**src/rtl/bst_pwm_pkg.sv**
```systemverilog
package bst_pwm_pkg;

    typedef enum logic {
        ST_OFF = 1'b0,
        ST_ON  = 1'b1
    } gate_st_e;

    typedef struct packed {
        logic cyc_start;
        logic max_hit;
    } pwm_flags_t;

    // Switching period in system clocks; code 0 means switching is disabled.
    function automatic int period_cyc(int code, int base);
        return (code == 0) ? 0 : code + base;
    endfunction

    function automatic int min_on_ns(int code);
        case (code)
            0:       return 150;
            1:       return 200;
            2:       return 260;
            default: return 300;
        endcase
    endfunction

    function automatic int min_off_ns(int code);
        case (code)
            0:       return 115;
            1:       return 75;
            2:       return 195;
            default: return 155;
        endcase
    endfunction

    // Round a duration up to whole clock periods.
    function automatic int ns_to_cycles(int ns, int clk_ns);
        return (ns + clk_ns - 1) / clk_ns;
    endfunction

endpackage

```
**src/rtl/bst_sync_edge.sv**
```systemverilog
module bst_sync_edge #(
    parameter int STAGES = 2
) (
    input  logic clk,
    input  logic rst,
    input  logic din,
    output logic rise
);
    logic [STAGES-1:0] sh_q;
    logic              last_q;

    for (genvar g = 0; g < STAGES; g++) begin : g_stage
        if (g == 0) begin : g_first
            always_ff @(posedge clk) begin
                if (rst) sh_q[g] <= 1'b0;
                else     sh_q[g] <= din;
            end
        end else begin : g_next
            always_ff @(posedge clk) begin
                if (rst) sh_q[g] <= 1'b0;
                else     sh_q[g] <= sh_q[g-1];
            end
        end
    end

    always_ff @(posedge clk) begin
        if (rst) last_q <= 1'b0;
        else     last_q <= sh_q[STAGES-1];
    end

    assign rise = sh_q[STAGES-1] & ~last_q;
endmodule

```
**src/rtl/bst_period_cnt.sv**
```systemverilog
module bst_period_cnt #(
    parameter int CNT_W = 6
) (
    input  logic             clk,
    input  logic             rst,
    input  logic             en,
    input  logic [CNT_W-1:0] period,
    output logic             wrap
);
    logic [CNT_W-1:0] cnt_q;
    logic             last;

    assign last = (cnt_q >= period - CNT_W'(1));
    assign wrap = en & last;

    always_ff @(posedge clk) begin
        if (rst || !en) cnt_q <= '0;
        else if (last)  cnt_q <= '0;
        else            cnt_q <= cnt_q + CNT_W'(1);
    end
endmodule

```
**src/rtl/bst_gate_fsm.sv**
```systemverilog
module bst_gate_fsm
    import bst_pwm_pkg::*;
#(
    parameter int CNT_W = 6
) (
    input  logic             clk,
    input  logic             rst,
    input  logic             enable,
    input  logic             ovp,
    input  logic             start_req,
    input  logic             cmp_trip,
    input  logic [CNT_W-1:0] ton_cyc,
    input  logic [CNT_W-1:0] toff_cyc,
    input  logic [CNT_W-1:0] on_lim,
    output logic             gate,
    output logic             blank,
    output pwm_flags_t       flags
);
    gate_st_e         st_q;
    logic [CNT_W-1:0] on_cnt;   // high cycles so far, this cycle included
    logic [CNT_W-1:0] off_cnt;  // low cycles so far, this cycle included, saturating
    logic [CNT_W-1:0] off_inc;
    logic             end_q;    // trip or sync seen during blanking
    logic             pend_q;   // start request waiting for min off time
    pwm_flags_t       flags_q;
    logic             end_now, at_lim, go_now;

    assign off_inc = (off_cnt == '1) ? off_cnt : off_cnt + CNT_W'(1);
    assign end_now = (cmp_trip | end_q | start_req) && (on_cnt >= ton_cyc);
    assign at_lim  = (on_cnt >= on_lim);
    assign go_now  = (start_req | pend_q) && (off_cnt >= toff_cyc);

    always_ff @(posedge clk) begin
        if (rst) begin
            st_q    <= ST_OFF;
            on_cnt  <= '0;
            off_cnt <= '1;
            end_q   <= 1'b0;
            pend_q  <= 1'b0;
            flags_q <= '0;
        end else begin
            flags_q <= '0;
            if (ovp || !enable) begin
                st_q    <= ST_OFF;
                on_cnt  <= '0;
                end_q   <= 1'b0;
                pend_q  <= 1'b0;
                off_cnt <= (st_q == ST_ON) ? CNT_W'(1) : off_inc;
            end else if (st_q == ST_ON) begin
                pend_q <= pend_q | start_req;
                if (end_now) begin
                    st_q    <= ST_OFF;
                    off_cnt <= CNT_W'(1);
                end else if (at_lim) begin
                    st_q            <= ST_OFF;
                    off_cnt         <= CNT_W'(1);
                    flags_q.max_hit <= 1'b1;
                end else begin
                    on_cnt <= on_cnt + CNT_W'(1);
                    end_q  <= end_q | cmp_trip | start_req;
                end
            end else begin
                if (go_now) begin
                    st_q              <= ST_ON;
                    on_cnt            <= CNT_W'(1);
                    end_q             <= 1'b0;
                    pend_q            <= 1'b0;
                    flags_q.cyc_start <= 1'b1;
                end else begin
                    pend_q  <= pend_q | start_req;
                    off_cnt <= off_inc;
                end
            end
        end
    end

    assign gate  = (st_q == ST_ON) & ~ovp;
    assign blank = gate & (on_cnt < ton_cyc);
    assign flags = flags_q;
endmodule

```
**src/rtl/bst_pwm_gen.sv**
```systemverilog
module bst_pwm_gen
    import bst_pwm_pkg::*;
#(
    parameter int FREQ_W      = 5,
    parameter int CODE_W      = 2,
    parameter int CLK_NS      = 125,
    parameter int DIV_BASE    = 7,
    parameter int SYNC_STAGES = 2
) (
    input  logic              clk,
    input  logic              rst,
    input  logic [FREQ_W-1:0] freq_code,
    input  logic [CODE_W-1:0] ton_code,
    input  logic [CODE_W-1:0] toff_code,
    input  logic              ext_sel,
    input  logic              ext_sync,
    input  logic              cmp_trip,
    input  logic              ovp,
    output logic              gate,
    output logic              cyc_start,
    output logic              blank,
    output logic              max_hit
);
    localparam int MAX_PER = (1 << FREQ_W) - 1 + DIV_BASE;
    localparam int CNT_W   = $clog2(MAX_PER + 1);

    logic [CNT_W-1:0] per_w, ton_w, toff_w, lim_w;
    logic             enable, wrap, sync_rise, start_req;
    pwm_flags_t       flags;

    always_comb begin
        per_w  = CNT_W'(period_cyc(int'(freq_code), DIV_BASE));
        ton_w  = CNT_W'(ns_to_cycles(min_on_ns(int'(ton_code)), CLK_NS));
        toff_w = CNT_W'(ns_to_cycles(min_off_ns(int'(toff_code)), CLK_NS));
        lim_w  = per_w - toff_w;
    end

    assign enable    = (freq_code != '0);
    assign start_req = ext_sel ? sync_rise : wrap;

    bst_sync_edge #(.STAGES(SYNC_STAGES)) u_sync (
        .clk  (clk),
        .rst  (rst),
        .din  (ext_sync),
        .rise (sync_rise)
    );

    bst_period_cnt #(.CNT_W(CNT_W)) u_per (
        .clk    (clk),
        .rst    (rst),
        .en     (enable & ~ext_sel),
        .period (per_w),
        .wrap   (wrap)
    );

    bst_gate_fsm #(.CNT_W(CNT_W)) u_fsm (
        .clk       (clk),
        .rst       (rst),
        .enable    (enable),
        .ovp       (ovp),
        .start_req (start_req),
        .cmp_trip  (cmp_trip),
        .ton_cyc   (ton_w),
        .toff_cyc  (toff_w),
        .on_lim    (lim_w),
        .gate      (gate),
        .blank     (blank),
        .flags     (flags)
    );

    assign cyc_start = flags.cyc_start;
    assign max_hit   = flags.max_hit;
endmodule

```
**config.mk**
```make
export PLATFORM = sky130hd
export DESIGN_NAME = bst_pwm_gen
export DESIGN_NICKNAME = d
export VERILOG_FILES = /design/src/rtl/bst_pwm_pkg.sv /design/src/rtl/bst_sync_edge.sv /design/src/rtl/bst_period_cnt.sv /design/src/rtl/bst_gate_fsm.sv /design/src/rtl/bst_pwm_gen.sv
export SDC_FILE = /design/constraint.sdc
export NUM_CORES = 1
export LEC_CHECK = 0
export BUFFER_PORTS_ARGS = -buffer_cell sky130_fd_sc_hd__buf_2
export CORE_ASPECT_RATIO = 1.25
export CORE_MARGIN = 3
export CORE_UTILIZATION = 35
export DETAILED_ROUTE_END_ITERATION = 10
export SETUP_SLACK_MARGIN = 0.3
export SYNTH_ARGS = -nofsm -noshare
export SYNTH_HDL_FRONTEND = slang
export SYNTH_SLANG_ARGS = --single-unit
```
**constraint.sdc**
```tcl
create_clock -name clk -period 3.9 [get_ports clk]
set_clock_uncertainty 0.1 [all_clocks]
set_input_delay 0.39 -clock clk [delete_from_list [all_inputs] [get_ports clk]]
set_output_delay 0.39 -clock clk [all_outputs]
set_load 0.005 [all_outputs]
```
# Yosys cells after proc, flatten, opt, wreduce, memory -nomap -nowiden

Index checks and enable logic that the tools add are counted.
W data, S select, Z words.

Flip-flop bits (word level): 26
Input bits: 15
Output and inout port bits: 4
Logic and storage cells: 92

Add/subtract/negate cells: 10
Divide/modulo/power cells: 2
Magnitude comparators: 5
Equality and inequality tests: 9
Mux-type cells: 26
Bitwise operators: 12
Reductions and logical operators: 17

Operators by type and width:

| cell                    | count |
|---|---|
| $mux W6                 | 12 |
| $add A32 B8 Y32 const B | 2 |
| $div A32 B8 Y32 const B | 2 |
| $sub A32 B2 Y32 const B | 2 |
| $pmux W9 S3             | 1 |
| $ge A6 B6 Y1            | 4 |
| $pmux W8 S3             | 1 |
| $add A6 B1 Y6 const B   | 3 |
| $mux W1                 | 12 |
| $add A5 B3 Y6 const B   | 1 |
| $eq A6 B6 Y1 const B    | 1 |
| $lt A6 B6 Y1            | 1 |
| $sub A6 B1 Y6 const B   | 1 |
| $sub A6 B6 Y6           | 1 |
| $and A1 B1 Y1           | 5 |
| $logic_not A5 Y1        | 1 |
| $reduce_bool A5 Y1      | 1 |
| $eq A2 B1 Y1 const B    | 2 |
| $eq A2 B2 Y1 const B    | 2 |
| $logic_not A2 Y1        | 2 |
| $ne A2 B2 Y1 const B    | 2 |
| $ne A4 B4 Y1 const B    | 1 |
| $not A1 Y1              | 4 |
| $reduce_or A2 Y1        | 2 |
| 10 further kinds        | 15 |

# Logic depth before layout (Yosys ltp)

Gate-level depths: netlist of the first run.

Depth after elaboration: 11
Depth in mapped cells: 17
Gate-level depth less buffers: 17

# Cells and area by module

From an unflattened synthesis of the first run, not the netlist that was laid out.

Cells, all modules: 289
Area, all modules: 2,342.2 um^2

Modules (own cells, without submodules):

| module         | instances | cells each | area each (um^2) | sequential area each (um^2) |
|---|---|---|---|---|
| bst_gate_fsm   | 1         | 160        | 1,280.0          | 340.3 |
| bst_pwm_gen    | 1         | 71         | 533.0            | 0.0 |
| bst_period_cnt | 1         | 51         | 441.7            | 120.1 |
| bst_sync_edge  | 1         | 7          | 87.6             | 60.1 |

# Least setup slack after synthesis of the first run

Ideal clock, no wire load.

Kind: input to register
Start point: input port freq_code[1]
End point: register u_fsm.on_cnt[1]
Setup time: 117 ps
Arrival: 3,758 ps
Required time: 3,683 ps
Slack: -75 ps
Stages on the path: 17
Buffers on the path: 0
Path through: inv_1 ha_1 nor4b_4 or2_2 inv_1 ha_1 nor2b_1 o21ai_0 nand2b_1 mux2_2 a21oi_1 ha_1 and3_1 a221oi_1 o211ai_2 and2_1 a32o_1

Cells in the longest elaborated chain, start to end: 10
Elaborated cells between the ends (all ways): 22
Those cells by class: add/sub: 3; order compare: 2; eq/ne: 2; mux: 2; bitwise: 4; reduce/logical: 9

RTL lines:

| item                                                                       | line                                   | RTL |
|---|---|---|
| from (decl)                                                                | bst_pwm_gen.sv:12                      | `input logic [FREQ_W-1:0] freq_code,` |
| $add A5 B3 Y6 / $logic_not A5 Y1 (equally long branches)                   | bst_pwm_pkg.sv:15                      | `return (code == 0) ? 0 : code + base;` |
| $mux W6                                                                    | bst_pwm_pkg.sv:15                      |  |
| $sub A6 B1 Y6                                                              | bst_period_cnt.sv:13                   | `assign last = (cnt_q >= period - CNT_W'(1));` |
| $ge A6 B6 Y1                                                               | bst_period_cnt.sv:13                   |  |
| $and A1 B1 Y1                                                              | bst_period_cnt.sv:14                   | `assign wrap = en & last;` |
| $mux W1                                                                    | bst_pwm_gen.sv:39                      | `assign start_req = ext_sel ? sync_rise : wrap;` |
| $or A1 B1 Y1 (on tied branches)                                            | bst_gate_fsm.sv:29, bst_gate_fsm.sv:31 |  |
| $logic_and A1 B1 Y1 (on tied branches)                                     | bst_gate_fsm.sv:29, bst_gate_fsm.sv:31 |  |
| $ne A2 B2 Y1 (no source line) / $reduce_bool A2 Y1 (equally long branches) | n/a                                    |  |
| $reduce_and A3 Y1 (no source line)                                         | n/a                                    |  |
| to (signal assigned)                                                       | bst_gate_fsm.sv:59                     | `on_cnt <= on_cnt + CNT_W'(1);` |
| to (decl)                                                                  | bst_gate_fsm.sv:20                     | `logic [CNT_W-1:0] on_cnt;` |

Several ways; a longest one is shown, not always the timed one.
A chain may end at the register's enable or synchronous reset.

# Worst setup path after layout of the first run

Start point: input port freq_code[1]
End point: register u_fsm.on_cnt[4]

The elaborated chain is that of the path after synthesis.

==> reports/metrics.cfg, run 1 <==
[critical_path]
r2r_start = u_per.cnt_q[0]
arrival_ns = 3.63
path_common_cell = ha_4
crit_required_ns = 4.01
crit_type = in2reg
critPathMaxStageDelay_ns = 0.37
crit_path_start_kind = primary input
r2r_end = u_fsm.off_cnt[2]
crit_fanout = 7
end_kind = flip-flop
ff2ff_path_depth = 9
r2r_setup_slack_ns = 1.62
crit_slowest_cell = or3_1
crit_chain = buf_12, inv_16, ha_4, nor4b_4, or2_4, inv_4, ha_4, nor2b_4, o21ai_1, nand2b_1, mux2_4, a21oi_4, ha_4, and3_4, a221oi_2, buf_4, o211ai_4, or3_1, a21oi_1

[timing]
max_freq_mhz = 285
fin_crit_ns = 3.51
fin_crit_sh = 0.901
finalSetupViolations = 0
rsz0062_at_grt = yes
hold_viol = 0
drv_slew = 0
setup_slack_ns = 0.386
whs_ns = 0.219

[synthesis]
ys_warn_count = 0
synth_cell_types = 51
syn_area_per_cell_um2 = 8.31
synth-simple-area-share = 0.246
synth_fa_ha_area_frac = 0.211
synthArstFlopShare = 0
synthMuxAreaShare = 0.0148
ys_seq_area_frac = 0.247
syn_nets = 304
synth_top_family_by_area = simple AND/OR/NAND/NOR gates
synth-compound-area-share = 0.180
synth_edf_count = 0
syn_inst = 254
syn_area_um2 = 2110
synth_flop_cell = dfxtp_1
synth_xor_area_frac = 0.0539
synth-seq-cells = 26

[job]
maxCapViolCount = 0

[cells_and_area]
fin_util = 0.450
final_cell_mix = 31 x ha_1, 26 x dfxtp_1, 21 x nor2_1
finalNetCount = 336
diodes = 0
mostFrequentLayoutCell = ha_1
final_area_um2 = 2620
area_growth_pct = 23.9
drive_above_1_share = 0.214

[clocking]
clk_transition_reported_paths_ns = 0.09
cts_tree = yes
clock_sinks = 26
cts-root-buf = clkbuf_8
clk-insertion-delay-late_ns = 0.27
clk_path_buf_depth = 2
cts.htree.levels = 1
numCtsBuffers = 3
ctsHoldBuffers = 0

[floorplanning]
start_util = 0.363
die_w_um = 75.5
io_pins = 19
coreArea_um2 = 5820
die_h_um = 92.8
die_area_um2 = 7000
rows = 31

[detailed_routing]
drt-total-wl_um = 4660
drc = 0
drtIter0Drc = 70
vias = 1844
ant_nets = 0
drt_first_pass_iters = 4
avgViaCountPerCell = 5.25
drt-wirelength-per-cell_um = 13.3

[placed_design]
dpl.hpwl_um = 3700
dp_worst_setup_slack_ns = -0.0484
gp_congestion = 0.843
dpl-instance-area_um2 = 2390
io_buffers = 17

[grt]
grt_max_degree = 16
grt_pass1_wl_um = 8080
grt_usage = 0.143
antenna_found_initial = 0
grt_overflow_total = 0
grt_pass1_vias = 1792

[power]
power.density_nw_per_um2 = 351
leakagePower_uw = 0.00121
ir_worst_vdd_v = 0.000287
p_total_uw = 918

[min_path]
holdPathEnd = u_sync.sh_q[0]
worstHoldStart = ext_sync
hold_class = in2reg
min_path_cells = 2

[status]
status = completed

==> layer usage <==
layer | GRT usage | wire, µm | share of wire
met5 | 0 | 0 | 0
met4 | 0.0510 | 59 | 0.013
met3 | 0.0217 | 156 | 0.034
met2 | 0.233 | 2300 | 0.49
met1 | 0.187 | 2140 | 0.46
==> final cells by class <==
type / instances / area (µm²)
Tap cell: 66 / 82.6
Clock buffer: 3 / 41.3
Clock inverter: 1 / 30.0
Multi-Input combinational cell: 202 / 1620
Sequential cell: 26 / 520
Fill cell: 575 / 3200
Timing Repair Buffer: 30 / 208
Inverter: 23 / 110
==> per-stage QoR <==
step / cells / setup TNS (ns)
4_1_cts: 346 / 0
3_5_place_dp: 342 / -0.175
3_3_place_gp: 342 / 0
2_1_floorplan: 254 / 0
6_report: 351 / 0
5_1_grt: 351 / 0
==> cell usage after synthesis (2+ instances only) <==
| cell type | instances | share of area |
|---|---|---|
| nand2_1 | 17 | 0.030 |
| a21oi_1 | 15 | 0.036 |
| nor2b_1 | 7 | 0.021 |
| nand3b_1 | 2 | 0.0071 |
| nand4_1 | 2 | 0.0059 |
| o21ai_0 | 9 | 0.021 |
| nand3_1 | 8 | 0.019 |
| mux2i_1 | 2 | 0.0095 |
| nor2_1 | 21 | 0.037 |
| or2_2 | 3 | 0.0089 |
| xnor2_1 | 8 | 0.033 |
| nor4_1 | 3 | 0.0089 |
| dfxtp_1 | 26 | 0.25 |
| o21ai_1 | 2 | 0.0047 |
| nand2b_1 | 5 | 0.015 |
| clkbuf_1 | 3 | 0.0053 |
| and3_1 | 7 | 0.021 |
| o211ai_1 | 3 | 0.011 |
| a311oi_1 | 2 | 0.0083 |
| inv_1 | 23 | 0.041 |
| ha_1 | 34 | 0.20 |
| a31oi_1 | 3 | 0.0089 |
| a211oi_1 | 3 | 0.011 |
| or3_1 | 4 | 0.012 |
| and2_1 | 4 | 0.012 |
| nor3_1 | 7 | 0.017 |
| a21o_1 | 2 | 0.0071 |
| xor2_1 | 5 | 0.021 |
| o21ba_1 | 2 | 0.0095 |
==> flip-flops by register name (all words and copies together), names as in the netlist <==
signal,cells
u_sync.sh_q,2
u_per.cnt_q,6
u_fsm.on_cnt,6
u_fsm.pend_q,1
u_fsm.flags,2
u_fsm.end_q,1
u_fsm.off_cnt,6
u_fsm.st_q,1
u_sync.last_q,1
==> cell families (layout without fill, tap and decap cells) <==
group,Yosys count,after routing
buf+inv,26,57
compound gates,54,54
fa+ha+maj,35,35
xor+xnor,13,13
flops,26,26
other cells,1,1
simple gates,96,96
mux,3,3
==> how the worst max path moves through the flow <==
stage	from	to	slack, ns
after floorplan	freq_code[1]	u_fsm.on_cnt[2]	0.24
after global placement	freq_code[1]	u_fsm.on_cnt[2]	0.04
after detailed placement	freq_code[1]	u_fsm.on_cnt[2]	-0.05
after CTS	freq_code[1]	u_fsm.on_cnt[2]	0.30
after global routing	freq_code[1]	u_fsm.on_cnt[4]	0.21
final	freq_code[1]	u_fsm.on_cnt[4]	0.39
==> power breakdown <==
part	total (µW)	internal, µW	switching (µW)	leakage (µW)
Sequential	332	298	34.3	0.000212
Clock	224	137	86.4	0.0000357
Combinational	362	172	190	0.000964
==> worst max-delay path, delay by kind of cell <==
kind / cells / cell delay [ns]
AOI/OAI and AO/OA: 5 / 0.73
adders and majority gates: 3 / 0.59
buffers and inverters: 4 / 0.39
muxes: 1 / 0.33
and+or+nand+nor: 6 / 1.19
==> what timing repair did <==
| item | in CTS | in global routing |
|---|---|---|
| pin swaps | 0 | 10 |
| setup buffers | 0 | 5 |
| resized for setup | 2 | 22 |
| setup endpoints to repair | 7 | 13 |
Power figures use the tool's default switching activity.
==> inputs of run 2 (changes only) <==
--- a/config.mk
+++ b/config.mk
@@ -8,7 +8,7 @@
 export BUFFER_PORTS_ARGS = -buffer_cell sky130_fd_sc_hd__buf_2
 export CORE_ASPECT_RATIO = 1.25
 export CORE_MARGIN = 3
-export CORE_UTILIZATION = 35
+export CORE_UTILIZATION = 25
 export DETAILED_ROUTE_END_ITERATION = 10
 export SETUP_SLACK_MARGIN = 0.3
 export SYNTH_ARGS = -nofsm -noshare
==> run 2 against run 1 <==
Sequential share of layout area is 0.61 points higher. Critical path depth unchanged. Clock-buffer cell count did not move. First-iteration DRC count is 23% lower. Design area down 3.0%. Sequential power hardly changed. Die area increased by 37%. Sequential cell count is the same.
==> reports/metrics.cfg, run 2 (same netlist as run 1, synthesis figures left out) <==
[status]
status = completed

[critical_path]
end_kind = flip-flop
crit_type = in2reg
critPathMaxStageDelay_ns = 0.36  ; about the same
crit_required_ns = 4.01  ; about the same
crit_fanout = 7  ; unchanged
crit_slowest_cell = or3_4
crit_chain = buf_4, inv_16, ha_4, nor4b_4, or2_4, inv_2, ha_4, nor2b_1, o21ai_1, nand2b_1, mux2_4, a21oi_2, ha_1, and3_1, a221oi_2, buf_4, o211ai_4, or3_4, a21oi_2
arrival_ns = 3.54  ; -0.09 ns
crit_path_start_kind = primary input

[power]
p_total_uw = 819  ; -11%
power.density_nw_per_um2 = 323  ; -8.0%
leakagePower_uw = 0.00117  ; -3.6%
ir_worst_vdd_v = 0.000176  ; -39%

[grt]
grt_pass1_wl_um = 7910  ; -2.1%
grt_usage = 0.101  ; -0.0422
grt_overflow_total = 0  ; unchanged
gr-usage-met1 = 0.129  ; -0.0571
antenna_found_initial = 0  ; unchanged
grt_use_met2 = 0.172  ; -0.0611
gr-usage-met3 = 0.0144  ; -0.00735
grt_max_degree = 14  ; -2
grt_pass1_vias = 1796  ; +0.22%
top_usage_layer = met2

[timing]
drv_slew = 0  ; unchanged
finalSetupViolations = 0  ; unchanged
hold_viol = 0  ; unchanged
max_freq_mhz = 291  ; +2.4%
fin_crit_sh = 0.880  ; -0.0211
fin_crit_ns = 3.43  ; -0.0821 ns
rsz0062_at_grt = yes

[clocking]
cts_tree = yes
clk-insertion-delay-late_ns = 0.27  ; about the same
clk_path_buf_depth = 2  ; unchanged
cts-root-buf = clkbuf_8
numCtsBuffers = 3  ; unchanged
clock_sinks = 26  ; unchanged
clk_transition_reported_paths_ns = 0.09  ; about the same
cts.htree.levels = 1  ; unchanged

[cells_and_area]
num-fill-cells = 849  ; +48%
final_cell_mix = 32 x ha_1, 26 x dfxtp_1, 21 x nor2_1
mostFrequentLayoutCell = ha_1
finalNetCount = 333  ; -0.89%
fin_util = 0.317  ; -0.133
largestRegisters = u_fsm.off_cnt: 6 flops, u_fsm.on_cnt: 6 flops, u_per.cnt_q: 6 flops
drive_above_1_share = 0.192  ; -0.0219
area_growth_pct = 20.3
diodes = 0  ; unchanged

[detailed_routing]
drt-total-wl_um = 4590  ; -1.4%
avgViaCountPerCell = 4.94  ; -6.0%
ant_nets = 0  ; unchanged
drt_first_pass_iters = 4  ; unchanged
vias = 1857  ; +0.70%
drtIter0Drc = 54  ; -23%
drt-wirelength-per-cell_um = 12.2  ; -7.9%
drc = 0  ; unchanged

[floorplanning]
start_util = 0.263  ; -0.0995
coreArea_um2 = 8020  ; +38%
rows = 36  ; +16%
io_pins = 19  ; unchanged
die_w_um = 88.2  ; +17%
die_area_um2 = 9590  ; +37%
die_h_um = 109  ; +17%

[min_path]
hold_class = in2reg

[placed_design]
io_buffers = 17  ; unchanged
dpl.hpwl_um = 3680  ; -0.53%
gp_congestion = 0.803  ; -4.8%

[job]
maxCapViolCount = 0  ; unchanged

run 2: metal layers:
metal,routed length [µm],up-vias
met5,0,-
met1,2250,863
met3,181,5
met4,57,0
met2,2100,34
li1,-,955
run 2: critical path: cells and delay by family:
kind            cells  cell delay, ns
mux                 1            0.32
simple gates        6            1.15
compound gates      5            0.66
buf+inv             4            0.44
fa+ha+maj           3            0.58
run 2: power by group:
part | total (µW) | leakage [µW] | switching [µW] | internal (µW)
clock network | 153 | 0.0000216 | 83.3 | 69.3
logic | 332 | 0.000934 | 181 | 152
registers | 334 | 0.000212 | 36.4 | 298
total | 819 | 0.00117 | 300 | 519
run 2: path summary, 6_finish.rpt:
kind	endpoint	slack (ns)	from	depth (start not counted)
min reg2reg	u_sync.sh_q[1]	0.35	u_sync.sh_q[0]	1
max reg2reg	u_fsm.on_cnt[4]	1.68	u_per.cnt_q[5]	7
max	u_fsm.on_cnt[4]	0.47	freq_code[1]	19
min	u_sync.sh_q[0]	0.22	ext_sync	2
run 2: cell type report:
type | instances | area [µm²] | area share
Clock buffer | 3 | 41.3 | 0.0163
Sequential cell | 26 | 520 | 0.205
Multi-Input combinational cell | 202 | 1590 | 0.625
Tap cell | 95 | 119 | 0.0468
Inverter | 23 | 108 | 0.0424
Timing Repair Buffer | 27 | 163 | 0.0641
run 2: per-stage QoR:
| stage | worst slack [ns] | instance area (µm²) | setup TNS [ns] | hold slack [ns] | instances |
|---|---|---|---|---|---|
| 2_1_floorplan | 0.243 | 2180 | 0 | 0.314 | 254 |
| 3_3_place_gp | -0.0289 | 2440 | -0.0556 | 0.319 | 372 |
| 3_5_place_dp | 0.0304 | 2440 | 0 | 0.329 | 372 |
| 4_1_cts | 0.306 | 2480 | 0 | 0.220 | 375 |
| 5_1_grt | 0.282 | 2540 | 0 | 0.230 | 376 |
| 6_report | 0.469 | 2540 | 0 | 0.222 | 376 |
run 2: repair_timing:
action	4_1_cts	5_1_grt
hold buffers	0	0
endpoints found under the hold margin	0	0
endpoints found under the setup margin	0	12
gates resized for setup	0	10
buffers inserted	0	1
